**src/rtl/tx_ring_engine.sv**
```systemverilog
module tx_ring_engine #(
  parameter int SLOTS = 4,
  parameter int AW = 16,
  parameter int LW = 12,
  parameter int FIFO_DEPTH = 16,
  parameter int HW = 16,
  parameter int UW = 8,
  localparam int IW = $clog2(SLOTS),
  localparam int FW = $clog2(FIFO_DEPTH),
  localparam int DW = AW + LW + 2
) (
  input  logic          clk,
  input  logic          rst_n,
  input  logic [LW-1:0] start_thresh,
  input  logic [HW-1:0] hang_limit,
  output logic [IW-1:0] desc_idx,
  input  logic [DW-1:0] desc_rdata,
  output logic          desc_we,
  output logic [DW-1:0] desc_wdata,
  output logic          mem_rd,
  output logic [AW-1:0] mem_addr,
  input  logic          mem_rvalid,
  input  logic [7:0]    mem_rdata,
  input  logic          line_rdy,
  output logic          tx_valid,
  output logic [7:0]    tx_data,
  output logic          tx_sop,
  output logic          tx_eop,
  output logic          tx_abort,
  output logic [UW-1:0] underrun_cnt,
  output logic          hang
);
  typedef enum logic [1:0] {S_IDLE, S_XFER, S_DRAIN, S_REL} st_t;
  st_t st;

  logic [IW-1:0] idx;
  logic [AW-1:0] base;
  logic [LW-1:0] len, fetched, sent;
  logic          pend, started;
  logic [7:0]    fifo [FIFO_DEPTH];
  logic [FW-1:0] wp, rp;
  logic [FW:0]   cnt;
  logic [HW-1:0] wd;

  wire          d_take = desc_rdata[DW-1] && !desc_rdata[DW-2];
  wire [LW-1:0] d_len  = desc_rdata[AW+LW-1:AW];
  wire          xfer   = !hang && st == S_XFER;
  wire          empty  = cnt == '0;
  wire          push   = xfer && pend && mem_rvalid;
  wire [LW-1:0] cnt_l  = LW'(cnt);
  wire          full   = cnt == (FW+1)'(FIFO_DEPTH);
  wire          go     = !empty && (cnt_l >= start_thresh || cnt_l == len || full);
  wire          room   = (cnt + (FW+1)'(pend)) < (FW+1)'(FIFO_DEPTH);
  wire          progress = tx_valid || (pend && mem_rvalid);

  assign desc_idx   = idx;
  assign desc_we    = !hang && st == S_REL;
  assign desc_wdata = {1'b0, 1'b1, len, base};
  assign mem_rd     = xfer && fetched < len && (!pend || mem_rvalid) && room;
  assign mem_addr   = base + AW'(fetched);
  assign tx_valid   = xfer && started && line_rdy && !empty;
  assign tx_abort   = xfer && started && line_rdy && empty;
  assign tx_data    = fifo[rp];
  assign tx_sop     = tx_valid && sent == '0;
  assign tx_eop     = tx_valid && sent == len - LW'(1);

  always_ff @(posedge clk)
    if (push) fifo[wp] <= mem_rdata;

  always_ff @(posedge clk) begin
    if (!rst_n) begin
      st <= S_IDLE;
      idx <= '0;
      base <= '0;
      len <= '0;
      fetched <= '0;
      sent <= '0;
      pend <= 1'b0;
      started <= 1'b0;
      wp <= '0;
      rp <= '0;
      cnt <= '0;
      wd <= '0;
      hang <= 1'b0;
      underrun_cnt <= '0;
    end else if (!hang) begin
      if (st != S_IDLE && !progress) begin
        if (hang_limit != '0 && wd == hang_limit - HW'(1)) hang <= 1'b1;
        else wd <= wd + HW'(1);
      end else begin
        wd <= '0;
      end

      if (push) wp <= wp + FW'(1);
      if (tx_valid) rp <= rp + FW'(1);
      cnt <= cnt + (FW+1)'(push) - (FW+1)'(tx_valid);
      if (mem_rd) fetched <= fetched + LW'(1);
      if (mem_rd) pend <= 1'b1;
      else if (mem_rvalid) pend <= 1'b0;

      case (st)
        S_IDLE: if (d_take) begin
          base <= desc_rdata[AW-1:0];
          len <= d_len;
          fetched <= '0;
          sent <= '0;
          started <= 1'b0;
          st <= (d_len == '0) ? S_REL : S_XFER;
        end
        S_XFER: begin
          if (!started && go) started <= 1'b1;
          if (tx_valid) begin
            sent <= sent + LW'(1);
            if (sent == len - LW'(1)) st <= S_REL;
          end
          if (tx_abort) begin
            underrun_cnt <= underrun_cnt + UW'(1);
            st <= S_DRAIN;
          end
        end
        S_DRAIN: if (!pend || mem_rvalid) st <= S_REL;
        S_REL: begin
          idx <= (idx == IW'(SLOTS - 1)) ? '0 : idx + IW'(1);
          wp <= '0;
          rp <= '0;
          cnt <= '0;
          st <= S_IDLE;
        end
        default: st <= S_IDLE;
      endcase
    end
  end
endmodule


```
**config.mk**
```make
export PLATFORM = sky130hd
export DESIGN_NAME = tx_ring_engine
export DESIGN_NICKNAME = d
export VERILOG_FILES = /design/src/rtl/tx_ring_engine.sv
export SDC_FILE = /design/constraint.sdc
export NUM_CORES = 1
export LEC_CHECK = 0
export BUFFER_PORTS_ARGS = -buffer_cell sky130_fd_sc_hd__buf_4
export CORE_ASPECT_RATIO = 0.9
export CORE_MARGIN = 5
export CORE_UTILIZATION = 40
export CTS_CLUSTER_DIAMETER = 200
export DETAILED_ROUTE_END_ITERATION = 10
export MAX_ROUTING_LAYER = met4
export PLACE_DENSITY = 0.7
export SETUP_SLACK_MARGIN = 0.05
export SKIP_LAST_GASP = 1
export SYNTH_ARGS = -nofsm -noshare
export SYNTH_HDL_FRONTEND = slang
export SYNTH_SLANG_ARGS = --single-unit
```
**constraint.sdc**
```tcl
create_clock -name clk -period 3.15 [get_ports clk]
set_clock_uncertainty 0.1 [all_clocks]
set_input_delay 0.1575 -clock clk [delete_from_list [all_inputs] [get_ports clk]]
set_output_delay 0.1575 -clock clk [all_outputs]
set_load 0.1 [all_outputs]
```
==> results of run 1 <==
==> area by class of cell <==
class | count | area share
Timing Repair Buffer | 231 | 0.127
Inverter | 58 | 0.0151
Clock inverter | 18 | 0.0161
Tap cell | 366 | 0.0304
Clock buffer | 32 | 0.0468
Sequential cell | 228 | 0.392
Multi-Input combinational cell | 704 | 0.372
==> per-layer routing <==
layer	routed length [um]	up-vias
met5	0	-
met4	423	0
met3	1350	35
met2	13900	244
met1	12600	4164
li1	-	4234
==> sequential cells by signal, indices dropped and copies added, names as in the netlist, 4 cells and up, named ones only <==
| signal | cells |
|---|---|
| fifo | 128 |
| base | 16 |
| wd | 16 |
| fetched | 12 |
| len | 12 |
| sent | 12 |
| underrun_cnt | 8 |
| cnt | 5 |
| rp | 4 |
| wp | 4 |
==> cell usage in the layout, fill, tap and decap left out, types with 6 or more instances in the layout <==
cell type,instances
a21o_1,13
a21oi_1,66
a31oi_1,8
and3_1,16
buf_4,183
bufinv_16,6
clkbuf_16,27
dfxtp_1,75
dfxtp_2,15
dfxtp_4,10
dlygate4sd3_1,40
edfxtp_1,128
ha_1,47
inv_1,50
mux4_2,40
nand2_1,99
nand2b_1,13
nand3_1,28
nand3b_1,13
nand4_1,19
nor2_1,71
nor3_1,20
nor4_1,17
o21a_1,9
o21ai_0,13
o22ai_1,10
or3_1,10
or4_1,7
xnor2_1,37
xor2_1,32
==> stage by stage <==
step                      cells  TNS [ps]  setup WS, ps  cell area [sq um]  hold WS (ps)
after global routing       1637      -912          -289              15000          68.1
after CTS                  1626      -134         -91.2              14900          6.84
after floorplan            1037      -637          -333              11800           156
final                      1637      -167          -112              15000          27.7
after detailed placement   1528         0           113              13400           308
after global placement     1528         0           151              13400           305
==> worst paths after layout <==
check,endpoint,slack [ps],start
worst max register to register,cnt[4],90,cnt[3]
worst min-delay path,fetched[1],30,desc_rdata[29]
worst max-delay path,mem_addr[14],-110,base[0]
worst min register to register,base[4],370,base[4]
==> logic make-up (layout without fill, tap and decap cells) <==
family,after synthesis,after routing,synth area share
xor gates and xnor gates,80,80,0.0608
adders and majority gates,55,55,0.0610
DFF,228,228,0.507
buffers and inverters,105,339,0.0360
AOI/OAI and AO/OA,176,176,0.0988
muxes,43,43,0.0808
other,2,2,0.000652
and+or+nand+nor,348,348,0.155
==> what timing repair did <==
action	4_1_cts	5_1_grt
resized for setup	27	16
cloned	0	0
endpoints found under the setup margin	9	9
buffers inserted	8	11
pin swaps	10	20
hold buffers	40	0
hold endpoints to repair	172	0
==> tightest hold or removal path, stage by stage <==
cell and delay, ps:
buf_4 90, nand3b_1 140, nand4b_1 140, o211ai_1 80
==> power groups by stage <==
| stage | registers, uW | clock network (uW) | logic [uW] |
|---|---|---|---|
| after floorplan | 3620 | 0 | 1150 |
| after global routing | 3330 | 3480 | 2180 |
| final | 3320 | 3280 | 2020 |
| after detailed placement | 3380 | 0 | 1900 |
| after global placement | 3380 | 0 | 1880 |
| after CTS | 3320 | 3360 | 1980 |
==> qor.yml, run 1 <==
grt_remaining_overflow: 0
regArea_sq_um: 5900
crit_cells: 12
antenna_found_initial: 0
fin_util: 0.525
netlist_area_sq_um: 11500
yosys_register_bits: 228
syn_inst: 1037
met3_usage: 0.0282
synth_warnings: 0
p_int_uw: 6000
ir_drop_uv: 566
cts_tree: "built"
dieArea_sq_um: 32300
place_congestion: 0.871
clk_latency_ps: 530
busiest_layer: "met2"
wl_mm: 28.3
power_frac_comb: 0.234
fin_ws_ps: -112
rows: 59
cp_top_family: "compound AO/OA/AOI/OAI gates"
grt_usage: 0.176
yosys-top-cells-area: "edfxtp_1, dfxtp_1, mux4_2"
seqPwrFrac: 0.385
cts_max_path_buffers: 3
drtIter0Drc: 523
fin_nets: 1375
io_buffers: 138
crit_path_max_fanout: 3
die_h_um: 171
cpMostUsedCell: "o21ai_2"
grt_max_degree: 40
start_util: 0.402
total_power_uw: 8620
drcViolationCount: 0
reg2reg_depth: 15
fillers: 2450
power-per-cell-area_nw_per_um2: 573
drv_cap: 0
die_w_um: 189
setup_viol: 3
ant_nets: 0
slowest_stage: "dfxtp_4"
yosysMostFrequentCell: "edfxtp_1"
worst_pin_slew_ps: 770
critPathLaunchType: "register"
cp.arrival_ps: 3000
crit_buf_inv: 2
synth_cell_types: 76
worstPathCellList: "ha_4 > inv_2 > fa_2 > nor2b_2 > o21ai_2 > a21boi_2 > o21ai_2 > a211oi_2 > o21ai_2 > a211oi_4 > xor2_4 > buf_12"
htreeDepth: 1
synth_edf_count: 128
globalRouteMet2Util: 0.298
cts_sinks: 228
async_flop_share: 0
rsz0062_at_grt: "yes"
multi_input_area_sq_um: 5600
min_path_cells: 4
hpwl_mm: 20.0
coreArea_sq_um: 28600
seq_area_frac_synth: 0.507
worstPathRequired_ps: 2890
max_stage_delay_ps: 360
cellLeakagePower_uw: 0.00561
power_switching_share: 0.304
period_needed_ps: 3260
switchingPower_uw: 2620
ctsRootBufferMaster: "clkbuf_16"
clk_pin_slew_worst_paths_ps: 60
grtUsageMet1: 0.229
grt_pass1_wl_mm: 45.8
max-slew-margin-rel: 0.485
cp-end-kind: "output port"
drtPass1Iterations: 5
yosys.area.top_type_share: 0.333
cts_buffers: 27
wl_per_cell_um: 17.3
violations: "negative setup slack"
area_growth_pct: 30.6
vias_per_cell: 5.30
worst-setup-path-type: "register to output port"
vias: 8677
fmax_mhz: 307
worstHoldPathType: "input port to register"
period_share: 1.04
avgSynthCellArea_sq_um: 11.1
synth_nets: 1162
synthFlopType: "edfxtp_1"
synth_top_area_cell: "edfxtp_1"
status: "finished, violations left"
drive_above_1_share: 0.284
io_pins: 141
finalHoldViolations: 0
clock_power_share: 0.381
slew_viol_final: 0
synthTopCellsByCount: "edfxtp_1, dfxtp_1, nand2_1, nor2_1, a21oi_1"
diodes: 0
grt_pass1_vias: 8820
Power figures use the tool's default switching activity.
==> run 2: changes to the inputs <==
--- a/constraint.sdc
+++ b/constraint.sdc
@@ -4,2 +4,2 @@
 set_output_delay 0.1575 -clock clk [all_outputs]
-set_load 0.1 [all_outputs]
+set_load 0.005 [all_outputs]
==> run 2 against run 1 <==
The flow now finishes without violations; sequential cell count is the same; first-iteration DRC count increased by 31%; cell count is 1.0% lower; maximum frequency is 6.3% higher; count of clock-buffer cells in the layout down 1; non-clock buffer count is 8 lower; setup slack improved by 190 ps; via count is 0.12% higher; core utilization is 2.0 points lower; clock power down 13%; critical path depth did not move; critical endpoint unchanged; highest routed layer unchanged.
==> qor.yml, run 2 (synthesis results as in run 1) <==
period_needed_ps: 3070  # -195 ps
cts_sinks: 228  # unchanged
fmax_mhz: 326  # +6.3%
total_power_uw: 7550  # -12%
regArea_sq_um: 5860  # -0.76%
reg.largest.list: "fifo (128), base (16), wd (16)"
vias_per_cell: 5.36  # +1.2%
period_share: 0.974  # -0.0618
top_register: "fifo"
finalHoldViolations: 0  # unchanged
ant_nets: 0  # unchanged
drtIter0Drc: 684  # +31%
hpwl_mm: 20.3  # +1.3%
max-slew-margin-rel: 0.576  # +0.0916
grt_usage: 0.177  # +0.000764
antenna_found_initial: 0  # unchanged
cts_max_path_buffers: 3  # unchanged
coreArea_sq_um: 28600  # unchanged
vias: 8687  # +0.12%
r2r_end: "cnt[4]"
worst_pin_slew_ps: 635  # -135 ps
drv_cap: 0  # unchanged
cp-end-kind: "output port"
cellLeakagePower_uw: 0.00542  # -3.4%
critPathLaunchType: "register"
final_common_cell: "buf_4"
grt_pass1_vias: 8579  # -2.7%
io_buffers: 138  # unchanged
slew_viol_final: 0  # unchanged
clk_pin_slew_worst_paths_ps: 50  # about the same
wl_mm: 28.7  # +1.5%
grt_remaining_overflow: 0  # unchanged
worstPathRequired_ps: 2890  # about the same
rsz0062_at_grt: "yes"
worstReg2RegStart: "cnt[3]"
rows: 59  # unchanged
cts_tree: "built"
setup_viol: 0  # -3
worstHoldPathType: "input port to register"
dieArea_sq_um: 32300  # unchanged
area_growth_pct: 25.6
finalSetupTns_ps: 0  # +167 ps
wl_per_cell_um: 17.7  # +2.6%
htreeDepth: 1  # unchanged
drtPass1Iterations: 5  # unchanged
final_cell_mix: "buf_4, edfxtp_1, nand2_1, dfxtp_1, nor2_1"
cp.arrival_ps: 2810  # -190 ps
ctsRootBufferMaster: "clkbuf_16"
reg2reg_slack_ps: 210  # +120 ps
grt_max_degree: 33  # -18%
place_congestion: 0.839  # -3.7%
multi_input_area_sq_um: 5380  # -4.0%
crit_path_max_fanout: 3  # unchanged
cts_buffers: 24  # -11%
fin_nets: 1364  # -0.80%
die_h_um: 171  # unchanged
clk_latency_ps: 520  # about the same
die_w_um: 189  # unchanged
reg2reg_depth: 15  # unchanged
status: "completed"
endpoint: "mem_addr[14]"
critPathLaunch: "fetched[0]"
fillers: 2532  # +3.3%
power-per-cell-area_nw_per_um2: 521  # -9.0%
io_pins: 141  # unchanged
drcViolationCount: 0  # unchanged
ir_drop_uv: 397  # -30%
worst-setup-path-type: "register to output port"
drive_above_1_share: 0.244  # -0.0400
diodes: 0  # unchanged
largest_reg_flops: 128  # unchanged
grt_pass1_wl_mm: 45.0  # -1.7%
start_util: 0.402  # unchanged
## run 2: changes by cell type in the layout (fill, tap and decap cells not counted), sizes merged
| cell | previous run | this run |
|---|---|---|
| bufinv | 6 | 3 |
| clkinv | 9 | 7 |
| inv | 57 | 58 |
| clkbuf | 32 | 31 |
| buf | 191 | 185 |
| dlygate4sd3 | 40 | 38 |
| clkinvlp | 4 | 0 |
## run 2: routing by layer
metal  GRT usage  up-vias  part of all wire
li1            -     4203                 -
met1       0.224     4219              0.43
met2       0.299      215              0.50
met3      0.0259       50             0.044
met4      0.0529        0             0.026
met5           -        -                 0
## run 2: critical path: stages, from the launching register on
cell,delay (ps)
dfxtp_2,350
ha_4,140
inv_2,40
fa_2,360
nor2b_1,110
o21ai_1,90
a21boi_1,240
o21ai_2,130
a211oi_2,220
o21ai_2,100
a211oi_2,210
xor2_1,180
buf_4,130
## run 2: cell type report
type / instances / share of cell area
clock buffers: 31 / 0.0461
clock inverters: 10 / 0.00916
inverters: 58 / 0.0150
multi-input cells: 704 / 0.371
flip-flops and latches: 228 / 0.405
well taps: 366 / 0.0316
repair buffers: 223 / 0.122
## run 2: what timing repair did
action                                  in CTS  in global routing
endpoints found under the hold margin      171                  0
pin swaps                                    5                 17
resized for setup                           14                 24
hold buffers                                38                  0
buffers inserted                             0                  4
endpoints found under the setup margin       7                  8
## run 2: how the worst min path moves through the flow
stage / start / to / slack [ps] / cells past startpoint
after floorplan: mem_rdata[0] / fifo[0][0] / 160 / 0
after global placement: desc_rdata[1] / base[1] / 300 / 3
after detailed placement: desc_rdata[3] / base[3] / 320 / 3
after CTS: desc_rdata[28] / fetched[1] / 20 / 4
after global routing: desc_rdata[28] / fetched[1] / 80 / 4
final: desc_rdata[28] / fetched[1] / 60 / 4
## run 2: where the power goes
part	internal (uW)	switching, uW	total (uW)	leakage [uW]
sequential	3210	84.0	3290	0.00196
combinational	626	765	1390	0.00307
clock	1730	1130	2860	0.000393
total	5570	1980	7550	0.00542
## run 2: metrics by stage
stage	worst slack (ps)	util	cell area, sq um	hold slack (ps)	std cells
floorplan	77.1	-	11500	156	1037
global placement	107	0.459	13100	305	1537
detailed placement	62.0	0.459	13100	317	1537
CTS	-42.9	0.502	14400	19.5	1616
global route	-96.2	0.505	14500	82.8	1620
finish	82.7	0.505	14500	58.5	1620
